File: config.mk
export PLATFORM = sky130hd
export DESIGN_NAME = hier_irq_ctrl
export DESIGN_NICKNAME = d
export VERILOG_FILES = /design/src/rtl/hier_irq_pkg.sv /design/src/rtl/hier_irq_group.sv /design/src/rtl/hier_irq_summary.sv /design/src/rtl/hier_irq_ctrl.sv
export SDC_FILE = /design/constraint.sdc
export NUM_CORES = 1
export LEC_CHECK = 0
export BUFFER_PORTS_ARGS = -buffer_cell sky130_fd_sc_hd__buf_2
export CAP_MARGIN = 20
export CORE_ASPECT_RATIO = 0.9
export CORE_MARGIN = 3
export CORE_UTILIZATION = 45
export CTS_BUF_LIST = sky130_fd_sc_hd__clkbuf_4 sky130_fd_sc_hd__clkbuf_8 sky130_fd_sc_hd__clkbuf_16
export CTS_CLUSTER_SIZE = 10
export DETAILED_ROUTE_END_ITERATION = 16
export PLACE_DENSITY = 0.76
export SETUP_SLACK_MARGIN = 0.4
export SYNTH_ARGS = -nofsm -noshare
export SYNTH_HDL_FRONTEND = slang
export SYNTH_SLANG_ARGS = --single-unit
File: constraint.sdc
create_clock -name clk -period 2.4 [get_ports clk]
set_input_delay 0.12 -clock clk [delete_from_list [all_inputs] [get_ports clk]]
set_output_delay 0.12 -clock clk [all_outputs]
set_load 0.005 [all_outputs]
File: src/rtl/hier_irq_pkg.sv
package hier_irq_pkg;
   localparam int GRP_W = 8;
   typedef logic [GRP_W-1:0] grp_byte_t;

   localparam logic [7:0] OFS_SRC   = 8'h00;
   localparam logic [7:0] OFS_LATCH = 8'h20;
   localparam logic [7:0] OFS_MASK  = 8'h40;
   localparam logic [7:0] OFS_HIER  = 8'h60;
   localparam int REGION_SPAN = 32;

   // Group g records falling edges of group g-2 when that group is flagged.
   function automatic bit is_fall_target(input logic [63:0] fall_src, input int g);
      if (g < 2) return 1'b0;
      return fall_src[g-2];
   endfunction
endpackage

File: src/rtl/hier_irq_group.sv
module hier_irq_group
   import hier_irq_pkg::*;
#(
   parameter int W         = GRP_W,
   parameter bit FALL_MODE = 1'b0
) (
   input  logic         clk,
   input  logic         rst_n,
   input  logic [W-1:0] src_i,
   input  logic         clr_i,
   input  logic         mask_we_i,
   input  logic [W-1:0] mask_d_i,
   output logic [W-1:0] latch_o,
   output logic [W-1:0] mask_o,
   output logic         pend_o
);
   logic [W-1:0] src_q;
   logic [W-1:0] edge_w;
   logic [W-1:0] latch_q;
   logic [W-1:0] mask_q;

   generate
      if (FALL_MODE) begin : g_fall
         assign edge_w = src_q & ~src_i;
      end else begin : g_rise
         assign edge_w = src_i & ~src_q;
      end
   endgenerate

   always_ff @(posedge clk or negedge rst_n) begin
      if (!rst_n) begin
         src_q   <= '0;
         latch_q <= '0;
         mask_q  <= '1;
      end else begin
         src_q   <= src_i;
         latch_q <= (clr_i ? '0 : latch_q) | edge_w;
         if (mask_we_i) mask_q <= mask_d_i;
      end
   end

   assign latch_o = latch_q;
   assign mask_o  = mask_q;
   assign pend_o  = |(latch_q & ~mask_q);
endmodule

File: src/rtl/hier_irq_summary.sv
module hier_irq_summary #(
   parameter int NUM_GROUPS = 24,
   parameter int HIER_REGS  = 3
) (
   input  logic                     clk,
   input  logic                     rst_n,
   input  logic [NUM_GROUPS-1:0]    pend_i,
   output logic [HIER_REGS*8-1:0]   hier_o,
   output logic                     irq_o
);
   localparam int SLOTS = HIER_REGS * 8;
   logic irq_q;

   generate
      for (genvar s = 0; s < SLOTS; s++) begin : g_slot
         if (s < NUM_GROUPS) begin : g_live
            assign hier_o[s] = pend_i[s];
         end else begin : g_idle
            assign hier_o[s] = 1'b0;
         end
      end
   endgenerate

   always_ff @(posedge clk or negedge rst_n) begin
      if (!rst_n) irq_q <= 1'b0;
      else        irq_q <= |hier_o;
   end

   assign irq_o = irq_q;
endmodule

File: src/rtl/hier_irq_ctrl.sv
module hier_irq_ctrl
   import hier_irq_pkg::*;
#(
   parameter int          NUM_GROUPS    = 24,
   parameter int          HIER_REGS     = 3,
   parameter logic [7:0]  BANK          = 8'h0E,
   parameter logic [63:0] GROUP_PRESENT = 64'h0000_0000_00FF_FFDF,
   parameter logic [63:0] FALL_SRC      = 64'h0000_0000_0000_00C0
) (
   input  logic                        clk,
   input  logic                        rst_n,
   input  logic [NUM_GROUPS*GRP_W-1:0] evt_src,
   input  logic [15:0]                 host_addr,
   input  logic [7:0]                  host_wdata,
   input  logic                        host_wr,
   input  logic                        host_rd,
   output logic [7:0]                  host_rdata,
   output logic                        irq_out
);
   localparam int SLOTS = HIER_REGS * 8;

   generate
      if (NUM_GROUPS < 1 || NUM_GROUPS > REGION_SPAN) begin : g_bad_groups
         $error("NUM_GROUPS must lie in 1..32");
      end
      if (SLOTS < NUM_GROUPS || HIER_REGS > REGION_SPAN) begin : g_bad_hier
         $error("HIER_REGS too small or too large for NUM_GROUPS");
      end
      for (genvar g = 0; g < NUM_GROUPS; g++) begin : g_chk_fall
         if (FALL_SRC[g] && ((g + 2 >= NUM_GROUPS) || !GROUP_PRESENT[g] || !GROUP_PRESENT[g+2]))
         begin : g_bad_fall
            $error("falling-edge partner out of range or absent");
         end
      end
   endgenerate

   logic       bank_hit;
   logic [7:0] ofs;
   assign bank_hit = (host_addr[15:8] == BANK);
   assign ofs      = host_addr[7:0];

   logic [NUM_GROUPS-1:0][GRP_W-1:0] src_arr;
   logic [NUM_GROUPS-1:0][GRP_W-1:0] latch_arr;
   logic [NUM_GROUPS-1:0][GRP_W-1:0] mask_arr;
   logic [NUM_GROUPS-1:0]            pend;
   logic [HIER_REGS-1:0][7:0]        hier_arr;

   generate
      for (genvar g = 0; g < NUM_GROUPS; g++) begin : g_grp
         if (GROUP_PRESENT[g]) begin : g_on
            localparam bit FALL_T = is_fall_target(FALL_SRC, g);
            logic [GRP_W-1:0] grp_in;
            logic             clr_w, mwe_w;
            if (FALL_T) begin : g_from_low
               assign grp_in = evt_src[(g-2)*GRP_W +: GRP_W];
            end else begin : g_own
               assign grp_in = evt_src[g*GRP_W +: GRP_W];
            end
            assign clr_w = host_rd & bank_hit & (ofs == OFS_LATCH + 8'(g));
            assign mwe_w = host_wr & bank_hit & (ofs == OFS_MASK + 8'(g));
            hier_irq_group #(.W(GRP_W), .FALL_MODE(FALL_T)) u_grp (
               .clk      (clk),
               .rst_n    (rst_n),
               .src_i    (grp_in),
               .clr_i    (clr_w),
               .mask_we_i(mwe_w),
               .mask_d_i (host_wdata),
               .latch_o  (latch_arr[g]),
               .mask_o   (mask_arr[g]),
               .pend_o   (pend[g])
            );
            assign src_arr[g] = grp_in;
         end else begin : g_off
            assign src_arr[g]   = '0;
            assign latch_arr[g] = '0;
            assign mask_arr[g]  = '0;
            assign pend[g]      = 1'b0;
         end
      end
   endgenerate

   hier_irq_summary #(.NUM_GROUPS(NUM_GROUPS), .HIER_REGS(HIER_REGS)) u_sum (
      .clk   (clk),
      .rst_n (rst_n),
      .pend_i(pend),
      .hier_o(hier_arr),
      .irq_o (irq_out)
   );

   logic [7:0] rd_mux;
   always_comb begin
      rd_mux = '0;
      if (bank_hit) begin
         for (int g = 0; g < NUM_GROUPS; g++) begin
            if (ofs == OFS_SRC   + 8'(g)) rd_mux = src_arr[g];
            if (ofs == OFS_LATCH + 8'(g)) rd_mux = latch_arr[g];
            if (ofs == OFS_MASK  + 8'(g)) rd_mux = mask_arr[g];
         end
         for (int h = 0; h < HIER_REGS; h++) begin
            if (ofs == OFS_HIER + 8'(h)) rd_mux = hier_arr[h];
         end
      end
   end

   logic [7:0] rdata_q;
   always_ff @(posedge clk or negedge rst_n) begin
      if (!rst_n)       rdata_q <= '0;
      else if (host_rd) rdata_q <= rd_mux;
   end
   assign host_rdata = rdata_q;
endmodule

# [Word-level counts from Yosys, hierarchy flattened]
# Index checks and enable logic that the tools add are counted.
[word_totals] out_inout_bits=9 inputBits=220 word_cells=431 register_bits=545
[classes] bitwise_logic=163 muxes=99 n_reduce_logical=25 eq_ne=75
[ops] cell="$mux W8" n=99
[ops] cell="$and A8 B8 Y8" n=46
[ops] cell="$not A8 Y8" n=46
[ops] cell="$eq A8 B7 Y1 const B" n=27
[ops] cell="$eq A8 B6 Y1 const B" n=24
[ops] cell="$or A8 B8 Y8" n=23
[ops] cell="$reduce_or A184 Y1" n=1
[ops] cell="$reduce_or A8 Y1" n=23
[ops] cell="$eq A8 B4 Y1 const B" n=9
[ops] cell="$eq A8 B5 Y1 const B" n=8
[ops] cell="$and A1 B1 Y1" n=48
[ops] cell="$eq A8 B3 Y1 const B" n=4
[ops] cell="$eq A8 B2 Y1 const B" n=2
[ops] cell="$eq A8 B1 Y1 const B" n=1
[ops] cell="$logic_not A8 Y1" n=1

# [Longest topological paths before layout]
# Gate-level depths: netlist of run 1.
[depth] depth_word=77 mapped_depth=13 mapped_depth_nobuf=8

# [Hierarchy]
# From an unflattened synthesis of run 1, not the netlist that was laid out.
[hier_totals] cells_unflattened=2690 hier_area_um2=27440.1
[modules_own_cells] mod="hier_irq_group" area_per_inst_um2=852.1 seq_area_each_um2=610.6 instances=23 cells_per_inst=63
[modules_own_cells] mod="hier_irq_ctrl" area_per_inst_um2=7586.0 seq_area_each_um2=200.2 instances=1 cells_per_inst=1208
[modules_own_cells] mod="hier_irq_summary" area_per_inst_um2=256.5 seq_area_each_um2=25.0 instances=1 cells_per_inst=33

# [Least setup slack after synthesis of run 1]
# No wires, ideal clock.
[synth_timing] kind="reg2reg" startpoint="register g_grp[3].g_on.u_grp.mask_q[4]" endpoint="register u_sum.irq_q, in the netlist u_sum.irq_o" path_stages_with_launch=6 arrival_time_ps=2255 setup_ps=139 slack_ps=6 synth_period_minus_slack_ps=2394 n_path_buf=0 required_ps=2261 cell_sequence="dfstp_2 -> inv_1 -> a22o_1 -> or4_1 -> or4_1 -> or4_1"
[synth_between] elab_chain_len=3
[synth_lines] element="start, declared" line_no="hier_irq_group.sv:20" rtl="logic [W-1:0] mask_q;"
[synth_lines] element="start signal, assigned" line_no="hier_irq_group.sv:38" rtl="if (mask_we_i) mask_q <= mask_d_i;"
[synth_lines] element="$not A8 Y8" line_no="hier_irq_group.sv:44" rtl="assign pend_o = |(latch_q & ~mask_q);"
[synth_lines] element="$and A8 B8 Y8" line_no="hier_irq_group.sv:44"
[synth_lines] element="$reduce_or A184 Y1" line_no="hier_irq_summary.sv:26" rtl="else irq_q <= |hier_o;"
[synth_lines] element="end signal, assigned" line_no="hier_irq_summary.sv:26"
[synth_lines] element="end, declared" line_no="hier_irq_summary.sv:12" rtl="logic irq_q;"
# No other way between the ends.
# A chain may end at the register's enable or synchronous reset.

# [Worst setup path in the final report of run 1]
# Same ends and word-level chain as after synthesis.

==> results.cfg, run 1 <==
[logic_synthesis]
synth_top_family_by_area = compound AO/OA/AOI/OAI gates
async_flop_share_pct = 100
yosys.area_share.simple_pct = 13.1
synth_ff_type = dfrtp_1
syn_inst = 2809
synth-compound-area-share_pct = 20.8
synth_area_leaders = dfrtp_1, dfstp_2, mux2_2
synth_adder_area_share_pct = 0
synth.top_cell.area_share_pct = 33.0
ys_types = 91
yosysWarnings = 0
synthXorXnorAreaFrac_pct = 0
syn-num-nets = 3029
synthMuxAreaShare_pct = 8.13
synth_top_area_cell = dfrtp_1
syn_area_per_cell_um2 = 9.75
ys_seq_area_share_pct = 50.6
yosys_register_bits = 545
yosysMostFrequentCell = dfrtp_1
synth_commonest_cells = dfrtp_1, inv_1, nand2_1
synth_edf_count = 0
syn_area_um2 = 27400

[global_route]
antenna_found_initial = 6
grt_first_pass_wirelength_um = 181000
grt_pass1_vias = 28591
grt_max_degree = 66
grtUsageTotal_pct = 37.8
grt-ovfl-total = 0

[floorplan]
start_util_pct = 45.7
ios = 229
coreArea_um2 = 60000
dieWidth_um = 266
dieArea_um2 = 63900
rows = 85
die_y_um = 240

[finish]
finalNetCount = 4015
fin_util_pct = 64.5
instances_no_fill = 4635
areaGrowthSynthToFinish_pct = 41.2
seq_area_um2 = 13900
multi_input_area_um2 = 12200
final_area_um2 = 38700
drive_above_1_share_pct = 39.9
n_fill_cell = 4653

[detailed_routing]
dr_wl_met2_um = 53600
routed.top_layer = met5
wl_met1_um = 49100
met3_length_um = 13400
drc = 0
vias_per_cell = 6.12
drtIter0Drc = 3908
ant_nets = 0
wire_per_inst_um = 26.3
dr_total_vias = 28361
routed_wl_um = 122000
first_pass_iters = 6

[timing]
setup_viol = 0
finClkSkew_ns = 0.0270
hold_viol = 0
rsz0062_at_grt = true
worst_pin_slew_ns = 1.06
fmax_mhz = 417
period_share_pct = 99.9
maxSlewViolCount = 0
relSlewSlack_pct = 29.7
fin_hold_ws_ns = 0.118
fin_crit_ns = 2.40

[cts]
cts_buffers = 66
cts_tree = built
clk_path_buf_depth = 3
insertion_delay_ns = 0.62
htree_num_levels = 3
cts.clk_slew.worst_paths_ns = 0.07
cts_root_buffer = clkbuf_16
cts.sinks = 545

[worst_setup_path]
regToRegStartpoint = g_grp[3].g_on.u_grp.mask_o[4]
cp_data_arrival_time_ns = 2.88
path_buf_inv = 1
worst_setup_path_end_kind = register
critical_path_class = register to register
worstSetupStartpointType = register
slowest_delay_ns = 0.54
cp_slowest_cell = dfstp_2
critPathTopFamily = simple AND/OR/NAND/NOR gates
crit_path_start = g_grp[3].g_on.u_grp.mask_o[4]
cp_common_cell = or4_4
cp_data_required_time_ns = 2.88
crit_chain = inv_2, a22o_4, or4_4, or4_1, or4_4
critical_path.max_fanout = 2

[outcome]
status = finished clean

[place]
place.gp.congestion = 1.06
placed_area_um2 = 34300
port_buffers = 204
place_inst = 4327
detailed_place_hpwl_um = 88300

[power]
p_sw_w = 0.00525
p_leak_nw = 19.2
p_total_w = 0.0212
power_frac_comb_pct = 9.2
power.share.clock_pct = 46.5
intPower_w = 0.0159
seqPwrFrac_pct = 44.4
swShare_pct = 24.8
peakVddDrop_uv = 705
p_per_area_nw_per_um2 = 548

[worst_hold_path]
worstHoldPathType = input pin to asynchronous set/reset pin

[run]
cap_violations = 0
[cell usage in the layout, fill, tap and decap left out, types with 9 or more instances in the layout]
cell type,instances
a2111oi_0,9
a211oi_1,30
a21oi_1,104
a221o_1,14
a221oi_1,25
a22o_1,25
a22oi_1,45
a31oi_1,18
buf_12,32
buf_2,201
buf_4,634
clkbuf_16,66
clkbuf_4,44
dfrtp_1,361
dfstp_2,184
dlygate4sd3_1,170
inv_1,353
mux2_2,180
mux2i_1,11
nand2_1,310
nand2b_1,12
nand3_1,28
nand4_1,12
nor2_1,120
nor2_2,42
nor2_4,10
nor2b_1,9
nor3_1,23
nor4_1,21
o2111ai_1,11
o211ai_1,31
o21ai_0,266
o21ai_1,14
o221ai_1,13
o22ai_1,156
o22ai_2,13
o2bb2ai_1,9
or4_4,9
[per-stage QoR]
step | setup TNS [ns] | worst slack, ns
floorplan | 0 | 0.246
global placement | -3.03 | -0.619
detailed placement | -3.70 | -0.595
CTS | 0 | 0.00617
global route | -0.0982 | -0.0338
finish | 0 | 0.00256
[timing repair]
action | 4_1_cts | 5_1_grt
setup endpoints to repair | 9 | 9
hold endpoints to repair | 573 | 0
setup buffers | 7 | 6
resized for setup | 67 | 39
pin swaps | 39 | 30
hold buffers | 170 | 0
[cell families after synthesis]
family / count (synthesis)
AOI/OAI and AO/OA: 883
and+or+nand+nor: 697
DFF: 545
buffers and inverters: 485
muxes: 199
[area by class of cell]
type	instances	area share, %
Clock inverter	11	0.340
Tap cell	783	2.53
Antenna cell	4	0.0259
Inverter	359	3.48
Sequential cell	545	35.9
Clock buffer	110	5.14
Timing Repair Buffer	1044	21.2
Multi-Input combinational cell	1779	31.5
[worst register-to-register path, stage by stage (launching register included)]
cell and delay (ns):
dfstp_2 0.54, inv_2 0.05, a22o_4 0.25, or4_4 0.55, or4_1 0.40, or4_4 0.46
[power groups by stage]
stage	Combinational [W]	Sequential, W	Clock [W]
after floorplan	0.000538	0.00953	0
after global placement	0.00160	0.00953	0
after CTS	0.00186	0.00939	0.00987
after global routing	0.00203	0.00940	0.0103
final	0.00194	0.00939	0.00984
after detailed placement	0.00161	0.00954	0
[sequential cells by signal, summed over array words and instances, names as in the netlist]
signal,cells
host_rdata,8
g_grp.g_on.u_grp.src_q,168
g_grp.g_on.u_grp.mask_o,184
g_grp.g_on.u_grp.latch_o,184
u_sum.irq_o,1
[worst paths after layout]
path / slack [ns] / cells after the start / to
worst max-delay path: 0.003 / 5 / u_sum.irq_o
worst min-delay path: 0.12 / 2 / g_grp[9].g_on.u_grp.latch_o[5]
worst max register to register: 0.003 / 5 / u_sum.irq_o
worst min register to register: 0.41 / 1 / g_grp[20].g_on.u_grp.latch_o[4]
max in group asynchronous: 1.43 / 3 / g_grp[4].g_on.u_grp.mask_o[5]
min in group clk: 0.14 / 3 / g_grp[3].g_on.u_grp.mask_o[4]
[layer usage]
metal / up-vias / GRT usage [%]
met5: - / 0
met3: 417 / 9.85
met4: 6 / 15.6
met1: 13950 / 51.3
li1: 12085 / -
met2: 1903 / 58.0
Power figures use the tool's default switching activity.
==> run 2, diff against run 1 <==
CTS_BUF_LIST = default   (was sky130_fd_sc_hd__clkbuf_4 sky130_fd_sc_hd__clkbuf_8 sky130_fd_sc_hd__clkbuf_16)
MAX_ROUTING_LAYER = met4   (was default)
clock period = 2.1 ns   (was 2.4 ns; I/O delays follow)
==> results.cfg, run 2 (same netlist as run 1, synthesis figures left out) <==
[outcome]
status = complete, but fails checks
violations = setup timing

[finish]
seq_area_um2 = 13900
n_fill_cell = 4451
areaGrowthSynthToFinish_pct = 48.5
multi_input_area_um2 = 12800
finalNetCount = 4179
final_area_um2 = 40700
fin_util_pct = 67.8
final_cell_mix = buf_4, dfrtp_1, inv_1
drive_above_1_share_pct = 42.7
final_common_cell = buf_4

[global_route]
grt_pass1_vias = 29089
antenna_found_initial = 9
grt_first_pass_wirelength_um = 186000
grtUsageTotal_pct = 40.3
grt_max_degree = 72
grt-ovfl-total = 0

[cts]
cts_tree = built
cts.clk_slew.worst_paths_ns = 0.06
htree_num_levels = 3
clk_path_buf_depth = 3
cts_root_buffer = clkbuf_16
cts_buffers = 66
cts.sinks = 545
insertion_delay_ns = 0.63

[worst_setup_path]
critical_path_class = register to register
critical_path.max_fanout = 2
r2r_slack_ns = -0.30
cp_slowest_cell = dfstp_2
crit_chain = o22ai_1, nor4_2, buf_4, nand4_1, or4_1, or4_1
cp_common_cell = or4_1
worstSetupStartpointType = register
cp_data_required_time_ns = 2.58
worst_setup_path_end_kind = register
slowest_delay_ns = 0.53
cp_data_arrival_time_ns = 2.88

[power]
p_leak_nw = 20.2
p_per_area_nw_per_um2 = 588
peakVddDrop_uv = 704

[timing]
setup_ws_ns = -0.301
period_share_pct = 114
fin_crit_ns = 2.40
maxSlewViolCount = 0
finClkSkew_ns = 0.0327
relSlewSlack_pct = 35.5
fmax_mhz = 416
worst_pin_slew_ns = 0.967
hold_viol = 0
setup_viol = 6
fin_hold_ws_ns = 0.0566
rsz0062_at_grt = true

[detailed_routing]
routed_wl_um = 128000
vias_per_cell = 6.09
wire_per_inst_um = 26.6
first_pass_iters = 9
dr_total_vias = 29241
drc = 0
ant_nets = 0
drtIter0Drc = 4399

[place]
placed_area_um2 = 35800
port_buffers = 204
place.gp.congestion = 1.08
place_worst_setup_slack_ns = -0.868
detailed_place_hpwl_um = 91800

[floorplan]
coreArea_um2 = 60000
dieWidth_um = 266
die_y_um = 240
rows = 85
ios = 229
dieArea_um2 = 63900
start_util_pct = 45.7

[run]
cap_violations = 0

[worst_hold_path]
worstHoldPathType = input pin to register
run 2: metrics by stage:
step,instances,total power (W),TNS [ns]
floorplan,2809,0.0115,-0.0796
global placement,4473,0.0128,-20.18
detailed placement,4473,0.0128,-23.11
CTS,4772,0.0238,-0.769
global route,4802,0.0245,-1.35
finish,4802,0.0239,-0.915
run 2: repair_timing:
| item | CTS | global route |
|---|---|---|
| hold buffers | 174 | 0 |
| endpoints found under the setup margin | 17 | 86 |
| hold endpoints to repair | 741 | 0 |
| resized for setup | 96 | 91 |
| buffers inserted | 4 | 23 |
| pin swaps | 47 | 35 |
run 2: metal layers:
layer,share of wire (%),global-route usage [%],vias up
li1,-,-,12429
met1,39,53.1,14237
met4,4.3,15.0,0
met2,44,60.3,2125
met5,0,-,-
met3,12,10.3,450
run 2: final cells by class:
type	count	share of cell area [%]
Sequential cell	545	34.1
Multi-Input combinational cell	1779	31.6
Clock buffer	111	4.58
Antenna cell	7	0.0430
Clock inverter	10	0.295
Timing Repair Buffer	1208	23.7
Tap cell	783	2.41
Inverter	359	3.31
run 2: path summary, 6_finish.rpt:
| kind | start | endpoint | cells after the start |
|---|---|---|---|
| max | g_grp[4].g_on.u_grp.mask_o[6] | u_sum.irq_o | 6 |
| min | host_wdata[1] | g_grp[17].g_on.u_grp.mask_o[1] | 3 |
| max reg2reg | g_grp[4].g_on.u_grp.mask_o[6] | u_sum.irq_o | 6 |
| min reg2reg | g_grp[20].g_on.u_grp.src_q[5] | g_grp[20].g_on.u_grp.latch_o[5] | 1 |
| max in group asynchronous | rst_n | g_grp[19].g_on.u_grp.mask_o[7] | 5 |
| min in group asynchronous | rst_n | g_grp[6].g_on.u_grp.latch_o[6] | 3 |
run 2: worst max-delay path, delay by kind of cell, from the launching register on:
kind | cells | cell delay [ns]
DFF | 1 | 0.53
buffers and inverters | 1 | 0.22
AOI/OAI and AO/OA | 1 | 0.11
and+or+nand+nor | 4 | 1.39
run 2: power by group:
part	total, W	switching, W	internal [W]	leakage (nW)
sequential	0.0107	0.0000504	0.0107	5.58
combinational	0.00237	0.00142	0.000953	13.6
clock	0.0108	0.00463	0.00620	0.952
